===== src/rtl/spi_tgt_pkg.sv =====
package spi_tgt_pkg;
  // Strobes from control to datapath, at most a few active per cycle
  typedef struct packed {
    logic clearAll;
    logic shiftIn;
    logic loadCmd;
    logic commitWr;
    logic incAddr;
    logic loadOut;
    logic shiftOut;
  } ctrlStrb_t;
endpackage


===== src/rtl/spi_tgt_sync.sv =====
module spi_tgt_sync #(
  parameter int W = 3,
  parameter int STAGES = 2,
  parameter logic [W-1:0] RST_VAL = '1
) (
  input  logic         clk,
  input  logic         rst_n,
  input  logic [W-1:0] din,
  output logic [W-1:0] dout
);
  logic [W-1:0] stg [STAGES];

  always_ff @(posedge clk or negedge rst_n) begin
    if (!rst_n) stg[0] <= RST_VAL;
    else        stg[0] <= din;
  end

  for (genvar i = 1; i < STAGES; i++) begin : g_stage
    always_ff @(posedge clk or negedge rst_n) begin
      if (!rst_n) stg[i] <= RST_VAL;
      else        stg[i] <= stg[i-1];
    end
  end

  assign dout = stg[STAGES-1];
endmodule


===== src/rtl/spi_tgt_ctrl.sv =====
module spi_tgt_ctrl
  import spi_tgt_pkg::*;
#(
  parameter int BYTE_W = 8
) (
  input  logic              clk,
  input  logic              rst_n,
  input  logic              csNS,
  input  logic              spcS,
  input  logic [BYTE_W-1:0] rxNext,
  output ctrlStrb_t         strb,
  output logic              sdoEn
);
  localparam int CNT_W = $clog2(BYTE_W);
  localparam logic [CNT_W-1:0] LAST_BIT = CNT_W'(BYTE_W - 1);

  typedef enum logic {PH_CMD, PH_DATA} phase_t;

  logic             spcPrev;
  logic [CNT_W-1:0] bitCnt;
  phase_t           phase;
  logic             isRead, isMulti;
  logic             csActive, spcRise, spcFall, byteDone, rdData;

  assign csActive = ~csNS;
  assign spcRise  = spcS & ~spcPrev;
  assign spcFall  = ~spcS & spcPrev;
  assign byteDone = csActive & spcRise & (bitCnt == LAST_BIT);
  assign rdData   = csActive & (phase == PH_DATA) & isRead;

  always_comb begin
    strb          = '0;
    strb.clearAll = ~csActive;
    strb.shiftIn  = csActive & spcRise;
    strb.loadCmd  = byteDone & (phase == PH_CMD);
    strb.commitWr = byteDone & (phase == PH_DATA) & ~isRead;
    strb.incAddr  = byteDone & (phase == PH_DATA) & isMulti;
    strb.loadOut  = rdData & spcFall & (bitCnt == '0);
    strb.shiftOut = rdData & spcFall & (bitCnt != '0);
  end

  assign sdoEn = rdData;

  always_ff @(posedge clk or negedge rst_n) begin
    if (!rst_n) spcPrev <= 1'b1;
    else        spcPrev <= spcS;
  end

  always_ff @(posedge clk or negedge rst_n) begin
    if (!rst_n) begin
      bitCnt  <= '0;
      phase   <= PH_CMD;
      isRead  <= 1'b0;
      isMulti <= 1'b0;
    end else if (!csActive) begin
      bitCnt  <= '0;
      phase   <= PH_CMD;
      isRead  <= 1'b0;
      isMulti <= 1'b0;
    end else if (spcRise) begin
      bitCnt <= (bitCnt == LAST_BIT) ? '0 : bitCnt + 1'b1;
      if (strb.loadCmd) begin
        phase   <= PH_DATA;
        isRead  <= rxNext[BYTE_W-1];
        isMulti <= rxNext[BYTE_W-2];
      end
    end
  end


  bitcnt_clear_chk: assert property (@(posedge clk) disable iff (!rst_n)
    !csActive |=> (bitCnt == '0) && (phase == PH_CMD));

  fixed_addr_chk: assert property (@(posedge clk) disable iff (!rst_n)
    strb.incAddr |-> isMulti);

  no_write_on_read_chk: assert property (@(posedge clk) disable iff (!rst_n)
    strb.commitWr |-> !isRead && (phase == PH_DATA));

  sdo_en_cs_chk: assert property (@(posedge clk) disable iff (!rst_n)
    sdoEn |-> !csNS);
endmodule


===== src/rtl/spi_tgt_dpath.sv =====
module spi_tgt_dpath
  import spi_tgt_pkg::*;
#(
  parameter int BYTE_W = 8,
  parameter int ADDR_W = BYTE_W - 2
) (
  input  logic              clk,
  input  logic              rst_n,
  input  ctrlStrb_t         strb,
  input  logic              sdiS,
  input  logic [BYTE_W-1:0] regRdData,
  output logic [BYTE_W-1:0] rxNext,
  output logic [ADDR_W-1:0] regAddr,
  output logic              regWrEn,
  output logic [BYTE_W-1:0] regWrData,
  output logic              sdoBit
);
  logic [BYTE_W-1:0] shiftReg, outShift;
  logic [ADDR_W-1:0] addrReg;

  assign rxNext    = {shiftReg[BYTE_W-2:0], sdiS};
  assign regAddr   = addrReg;
  assign regWrEn   = strb.commitWr;
  assign regWrData = rxNext;
  assign sdoBit    = outShift[BYTE_W-1];

  always_ff @(posedge clk or negedge rst_n) begin
    if (!rst_n)             shiftReg <= '0;
    else if (strb.clearAll) shiftReg <= '0;
    else if (strb.shiftIn)  shiftReg <= rxNext;
  end

  always_ff @(posedge clk or negedge rst_n) begin
    if (!rst_n)            addrReg <= '0;
    else if (strb.loadCmd) addrReg <= rxNext[ADDR_W-1:0];
    else if (strb.incAddr) addrReg <= addrReg + 1'b1;
  end

  always_ff @(posedge clk or negedge rst_n) begin
    if (!rst_n)             outShift <= '0;
    else if (strb.loadOut)  outShift <= regRdData;
    else if (strb.shiftOut) outShift <= {outShift[BYTE_W-2:0], 1'b0};
  end


  addr_step_chk: assert property (@(posedge clk) disable iff (!rst_n)
    (addrReg != $past(addrReg)) && !$past(strb.loadCmd) |->
      addrReg == $past(addrReg) + 1'b1);

  write_hold_addr_chk: assert property (@(posedge clk) disable iff (!rst_n)
    strb.commitWr && !strb.incAddr |=> $stable(addrReg));
endmodule


===== src/rtl/spi_reg_target.sv =====
module spi_reg_target
  import spi_tgt_pkg::*;
#(
  parameter int BYTE_W = 8,
  parameter int SYNC_STAGES = 2,
  localparam int ADDR_W = BYTE_W - 2
) (
  input  logic              clk,
  input  logic              rst_n,
  input  logic              csN,
  input  logic              spc,
  input  logic              sdi,
  output logic              sdo,
  output logic              sdoEn,
  output logic [ADDR_W-1:0] regAddr,
  output logic              regWrEn,
  output logic [BYTE_W-1:0] regWrData,
  input  logic [BYTE_W-1:0] regRdData
);
  logic [2:0]        syncOut;
  logic              csNS, spcS, sdiS, sdoBit;
  logic [BYTE_W-1:0] rxNext;
  ctrlStrb_t         strb;

  spi_tgt_sync #(.W(3), .STAGES(SYNC_STAGES), .RST_VAL(3'b111)) sync_i (
    .clk(clk), .rst_n(rst_n), .din({csN, spc, sdi}), .dout(syncOut)
  );
  assign {csNS, spcS, sdiS} = syncOut;

  spi_tgt_ctrl #(.BYTE_W(BYTE_W)) ctrl_i (
    .clk(clk), .rst_n(rst_n), .csNS(csNS), .spcS(spcS),
    .rxNext(rxNext), .strb(strb), .sdoEn(sdoEn)
  );

  spi_tgt_dpath #(.BYTE_W(BYTE_W), .ADDR_W(ADDR_W)) dpath_i (
    .clk(clk), .rst_n(rst_n), .strb(strb), .sdiS(sdiS),
    .regRdData(regRdData), .rxNext(rxNext), .regAddr(regAddr),
    .regWrEn(regWrEn), .regWrData(regWrData), .sdoBit(sdoBit)
  );

  assign sdo = sdoEn & sdoBit;


  sdo_idle_chk: assert property (@(posedge clk) disable iff (!rst_n)
    !sdoEn |-> !sdo);

  write_excl_chk: assert property (@(posedge clk) disable iff (!rst_n)
    regWrEn |-> !sdoEn);
endmodule


===== config.mk =====
export PLATFORM = sky130hd
export DESIGN_NAME = spi_reg_target
export DESIGN_NICKNAME = d
export VERILOG_FILES = /design/src/rtl/spi_tgt_pkg.sv /design/src/rtl/spi_tgt_sync.sv /design/src/rtl/spi_tgt_ctrl.sv /design/src/rtl/spi_tgt_dpath.sv /design/src/rtl/spi_reg_target.sv
export SDC_FILE = /design/constraint.sdc
export NUM_CORES = 1
export LEC_CHECK = 0
export BUFFER_PORTS_ARGS = -buffer_cell sky130_fd_sc_hd__buf_2
export CAP_MARGIN = 20
export CORE_UTILIZATION = 45
export DETAILED_ROUTE_END_ITERATION = 10
export HOLD_SLACK_MARGIN = 0.12
export PLACE_DENSITY = 0.76
export SLEW_MARGIN = 10
export SYNTH_ARGS = -nofsm -noshare
export SYNTH_HDL_FRONTEND = slang
export SYNTH_SLANG_ARGS = --single-unit

===== constraint.sdc =====
create_clock -name clk -period 1.48 [get_ports clk]
set_clock_uncertainty 0.1 [all_clocks]
set_input_delay 0.074 -clock clk [delete_from_list [all_inputs] [get_ports clk]]
set_output_delay 0.074 -clock clk [all_outputs]
set_load 0.01 [all_outputs]

==> results of run 1 <==
==> layer usage <==
layer	up-vias	share of wire, %	global-route usage (%)
met3	11	4.5	6.72
met4	0	2.6	10.4
met2	31	52	32.9
li1	646	-	-
met1	665	41	24.1
met5	-	0	0
==> cell families after synthesis <==
logic type	count (synthesis)	share of synthesized area [%]
AOI/OAI and AO/OA	37	14.2
DFF	34	54.4
muxes	7	4.43
and+or+nand+nor	60	18.8
buffers and inverters	15	4.99
adders and majority gates	4	3.17
==> worst max path at each step <==
stage | start | end | slack (ns)
finish | ctrl_i.bitCnt[0] | regWrEn | -0.22
global route | ctrl_i.bitCnt[0] | regWrEn | -0.31
CTS | ctrl_i.bitCnt[0] | regWrEn | -0.27
detailed placement | ctrl_i.bitCnt[0] | dpath_i.regAddr[5] | -0.07
global placement | ctrl_i.bitCnt[1] | dpath_i.regAddr[5] | -0.05
floorplan | ctrl_i.bitCnt[0] | dpath_i.regAddr[5] | -0.05
==> power by group through the flow <==
stage	logic [W]	clock network, W	registers [W]
after floorplan	0.0000539	0	0.000979
after global placement	0.000116	0	0.000979
after detailed placement	0.000120	0	0.000980
after CTS	0.000147	0.000546	0.000962
after global routing	0.000177	0.000580	0.000966
final	0.000163	0.000532	0.000964
==> through the flow <==
step	hold slack [ns]	total power (W)	cell area, sq um	setup TNS, ns
after detailed placement	0.0224	0.00110	1850	-0.151
after global routing	0.235	0.00172	2210	-2.51
after CTS	0.178	0.00166	2060	-1.22
final	0.223	0.00166	2210	-1.07
after floorplan	-0.322	0.00103	1610	-0.107
after global placement	0.0150	0.00109	1850	-0.0738
==> final cells by class <==
cell class	count	share of cell area, %
Inverter	5	0.851
Clock buffer	8	2.67
Sequential cell	34	39.0
Timing Repair Buffer	57	19.5
Multi-Input combinational cell	109	35.5
Tap cell	46	2.61
==> worst max-delay path, stage by stage (launching register included) <==
cell and delay [ns]:
dfrtp_1 0.36, ha_2 0.20, ha_4 0.13, nand4bb_1 0.12
buf_6 0.15, nor3_4 0.09, buf_2 0.14
==> layout by cell type (no fill, tap or decap), types with 2 or more instances in the layout <==
cell type / Yosys / routed
nor3_1: 4 / 3
nand3b_4: 1 / 2
nand2_1: 31 / 31
o21ai_2: 3 / 3
a21oi_2: 0 / 7
nand2b_1: 3 / 3
dfstp_2: 7 / 7
dlygate4sd3_1: 0 / 12
o21ai_0: 4 / 3
nor2_1: 8 / 7
buf_4: 3 / 11
a21oi_1: 19 / 11
dfrtp_1: 27 / 27
clkbuf_4: 0 / 5
a211oi_2: 2 / 2
buf_2: 1 / 27
ha_1: 4 / 2
buf_6: 1 / 5
inv_1: 5 / 5
mux2i_1: 7 / 5
nand3_2: 0 / 2
o21ai_1: 5 / 6
clkbuf_1: 3 / 2
nand4_1: 2 / 2
o22ai_1: 2 / 2
==> flip-flops by register name (all words and copies together), names as in the netlist <==
register and cells:
dpath_i.regAddr 6, sync_i.stg 3, ctrl_i.bitCnt 3, ctrl_i.isMulti 1, ctrl_i.phase 1, dpath_i.outShift 8
ctrl_i.spcPrev 1, sync_i.dout 3, dpath_i.shiftReg 7, ctrl_i.isRead 1
==> what timing repair did <==
action	4_1_cts	5_1_grt
pin swaps	1	4
setup endpoints to repair	10	20
hold buffers	12	0
buffers inserted	3	2
endpoints found under the hold margin	45	0
resized for setup	2	27
gates cloned	0	1
==> impl_results.md, run 1 <==
* Pin count of the biggest net entering global routing at 35
* Post-synth ARST share at 100%
* Htree depth at 2
* Root buffer cell: clkbuf_4
* Clock Pin Slew Worst Setup and Hold Paths at 0.10 ns
* Post-synth top area share at roughly 43%
* Final worst setup slack at -0.221 ns
* P_leak at 1.02 nW
* Sink Count at 34
* Clock share of power at 32.1%
* GRT Resource Usage Total at 20.3%
* Synth area leaders: dfrtp_1, dfstp_2, nand2_1, a21oi_1, mux2i_1
* CP required at 1.31 ns
* Gate power share at about a tenth
* Die area at 0.00375 sq mm
* Fin crit share at 115%
* RePlAce Congestion at approximately 0.79
* CP max FO at 2
* Net switching power figure at 0.000387 W
* # IOs at 30
* Mapped Cells at 157
* Status: complete, but fails checks
* Area Overhead vs Synth at 39.6%
* Final setup fails at 10
* DR vias/cell at 5.22
* Via count at approximately 1400
* Later-pin clock latency in the skew report at 0.34 ns
* Worst r2r path cells at 8
* RSZ-0062 raised after global routing: true
* Power per standard cell area at about 750 mW/mm^2
* DRC Markers at 0
* Peak VDD IR at 0.000598 V
* CTS tree: yes
* Reg2Reg Setup Slack at -0.14 ns
* DR iter-0 viols at 47
* Global-route wire length before repair at 5360 um
* Placed insts at roughly 230
* Switching part of the total at 23.4%
* Yosys reg bits at 34
* Net Count, Synth at around 170
* Pre-antenna DRT Iters at 4
* Initial Util at 47.0%
* Post-synth EDFFs at 0
* CTS Buf Count at 5
* Worst Tran Pin Value at 0.423 ns
* Overflow after GRT at 0
* Final WL at 3620 um
* Synthesized cell area at ~0.0016 sq mm
* Fill cells at 263
* Total of max-cap violations at 0
* Fin nets at between 200 and 250
* Die Span X at 61.3 um
* Fmax at 0.588 GHz
* Ant diodes at 0
* Fin cells at between 200 and 300
* PortBufs at 29
* Unique masters post-synth at 33
* Routed WL per cell at 14.0 um
* Share of cells above drive strength 1 at between 40% and 50%
* Tmin final at 1.70 ns
* Most common cell in the netlist: nand2_1
* Slew HR at 71.8%
* Core Area at 0.00336 sq mm
* Failing checks: negative setup slack
* Reg area at 860 sq um
* Int Power at 0.00127 W
* FP Rows at 21
* Ys Warns at 0
* Slew Viols, Final at 0
* Worst setup path class: flip-flop to output port
* Syn avg cell area at a little over 10 sq um
* Setup crit end kind: output port
* RR Endpoint: dpath_i.regAddr[4]
* Initial antenna violation count at 0
* Worst Setup Start Kind: flip-flop
* Dpl hpwl at around 2200 um
* Sequential area share after synthesis at 54.4%
* Most frequent cells after synthesis: nand2_1, dfrtp_1, a21oi_1, nor2_1
* Sequential power share at 58.1%
* Area leader, netlist: dfrtp_1
* HP Class: input port to async pin
* Die height at 61.3 um
* R2r startpoint: ctrl_i.bitCnt[0]
* Vias in the first global route at between 1000 and 1500
* Critical Path AT at roughly 1.5 ns
* Dominant synthesized flop cell: dfrtp_1
* Antenna Nets Post-Route at 0
* Final Hold Fails at 0
* DP Worst Slack at -0.0679 ns
* Final Util at between 60% and 70%
* Area of the multi-input gates at a little under 800 sq um
* Deepest clock path buffer count at 2
No activity file was read; power rests on OpenSTA's default activity.
==> inputs of run 2 (changes only) <==
Settings changed: RECOVER_POWER from default to 50.
==> run 2 against run 1 <==
The flow still finishes with violations (negative setup slack). Design area fell by 0.11%. Register-to-register slack barely moved. First-iteration DRC count did not move. Largest cell class unchanged.
==> impl_results.md, run 2 (synthesized netlist as in run 1, its figures left out) <==
* Status: complete, but fails checks
* Failing checks: negative setup slack
* Share of cells above drive strength 1 at 40.8%
* Total of max-cap violations at 0
* Slew HR at 44.5%
* Slew Viols, Final at 0
* Largest register FFs at 8
* Area Overhead vs Synth at 39.4%
* Fmax at 0.588 GHz
* Htree depth at 2
* Dpl hpwl at around 2200 um
* Most flop-heavy register: dpath_i.outShift
* Pre-antenna DRT Iters at 4
* DR vias/cell at 5.22
* CP max FO at 2
* Root buffer cell: clkbuf_4
* PortBufs at 29
* Global-route wire length before repair at 5360 um
* Final WL at 3640 um
* Worst r2r path cells at 8
* Initial Util at between 40% and 50%
* Ant diodes at 0
* Int Power at around 0.0013 W
* Final Hold Fails at 0
* Gate power share at 9.8%
* GRT Resource Usage Total at 20.3%
* FP Rows at 21
* Worst Tran Pin Value at 0.833 ns
* Placed insts at 234
* Antenna Nets Post-Route at 0
* P_leak at between 1 and 1.5 nW
* RSZ-0062 raised after global routing: true
* Final worst setup slack at -0.220 ns
* Critical Path AT at 1.53 ns
* Routed WL per cell at 14.0 um
* Die area at 0.00375 sq mm
* Die height at a little over 60 um
* Overflow after GRT at 0
* Vias in the first global route at approximately 1200
* Worst setup path class: flip-flop to output port
* Later-pin clock latency in the skew report at roughly 0.34 ns
* Most common cell after layout, fill and taps aside: nand2_1
* Sink Count at 34
* Initial antenna violation count at 0
* Final hold slack at 0.259 ns
* Sequential power share at 58.1%
* Total negative slack at -1.07 ns
* # IOs at 30
* Via count at between 1000 and 1500
* Setup crit end kind: output port
* Final setup fails at 10
* Peak VDD IR at 0.000599 V
* Switching part of the total at 23.4%
* Hold Path Depth at 0
* Net switching power figure at 0.000388 W
* Power per standard cell area at about 750 mW/mm^2
* RePlAce Congestion at 0.789
* Worst Setup Start Kind: flip-flop
* CP required at around 1.3 ns
* Fin cells at 259
* Die Span X at 61.3 um
* Clock share of power at between 30% and 40%
* DRC Markers at 0
* DR iter-0 viols at 47
* Core Area at 0.00336 sq mm
* Tmin final at 1.70 ns
* Deepest clock path buffer count at 2
* CTS tree: yes
* Fin nets at between 200 and 250
* Clock Pin Slew Worst Setup and Hold Paths at 0.09 ns
* Commonest cells after routing, fill and taps aside: nand2_1, dfrtp_1, buf_2
* Fin crit share at 115%
* Pin count of the biggest net entering global routing at 35
* HP Class: flip-flop to flip-flop
* CTS Buf Count at 5
## run 2: worst paths after layout
kind,from,to,slack (ns)
min in group asynchronous,rst_n,dpath_i.shiftReg[0],0.38
max in group asynchronous,rst_n,dpath_i.outShift[0],0.36
worst min register to register,sync_i.stg[4],sync_i.dout[1],0.26
worst min-delay path,sync_i.stg[4],sync_i.dout[1],0.26
worst max register to register,ctrl_i.bitCnt[0],dpath_i.regAddr[4],-0.14
worst max-delay path,ctrl_i.bitCnt[0],regWrEn,-0.22
## run 2: cell type report
type | count | area, sq um
multi-input cells | 109 | 782
clock buffers | 8 | 58.8
inverters | 5 | 18.8
repair buffers | 57 | 427
fillers | 264 | 1160
flip-flops and latches | 34 | 860
well taps | 46 | 57.6
## run 2: timing repair
item | CTS | global route
hold buffers | 12 | 0
endpoints found under the hold margin | 45 | 0
gates resized for setup | 2 | 27
setup endpoints to repair | 10 | 20
pin swaps | 1 | 4
buffers inserted | 3 | 2
cloned | 0 | 1
## run 2: through the flow
stage               total power, W  utilization, %  setup WS (ns)  cell area (sq um)
global route               0.00172            65.5         -0.311               2200
finish                     0.00166            65.5         -0.220               2200
floorplan                  0.00103               -        -0.0482               1610
CTS                        0.00166            61.3         -0.274               2060
detailed placement         0.00110            55.0        -0.0679               1850
global placement           0.00109            55.0        -0.0455               1850
## run 2: power by group through the flow
stage	clock [W]	combinational, W	sequential [W]
after global placement	0	0.000116	0.000979
after detailed placement	0	0.000120	0.000980
after CTS	0.000546	0.000147	0.000962
final	0.000532	0.000162	0.000964
after floorplan	0	0.0000539	0.000979
after global routing	0.000580	0.000176	0.000966
## run 2: worst max-delay path: stages (launching register included)
cell and delay (ns):
dfrtp_1 0.36, ha_2 0.20, ha_4 0.13, nand4bb_1 0.12
buf_6 0.15, nor3_4 0.09, buf_2 0.14
## run 2: routing by layer
metal / up-vias / wire (um) / global-route usage, %
li1: 646 / - / -
met1: 664 / 1490 / 24.1
met2: 31 / 1890 / 32.9
met3: 11 / 162 / 6.72
met4: 0 / 93 / 10.4
met5: - / 0 / 0
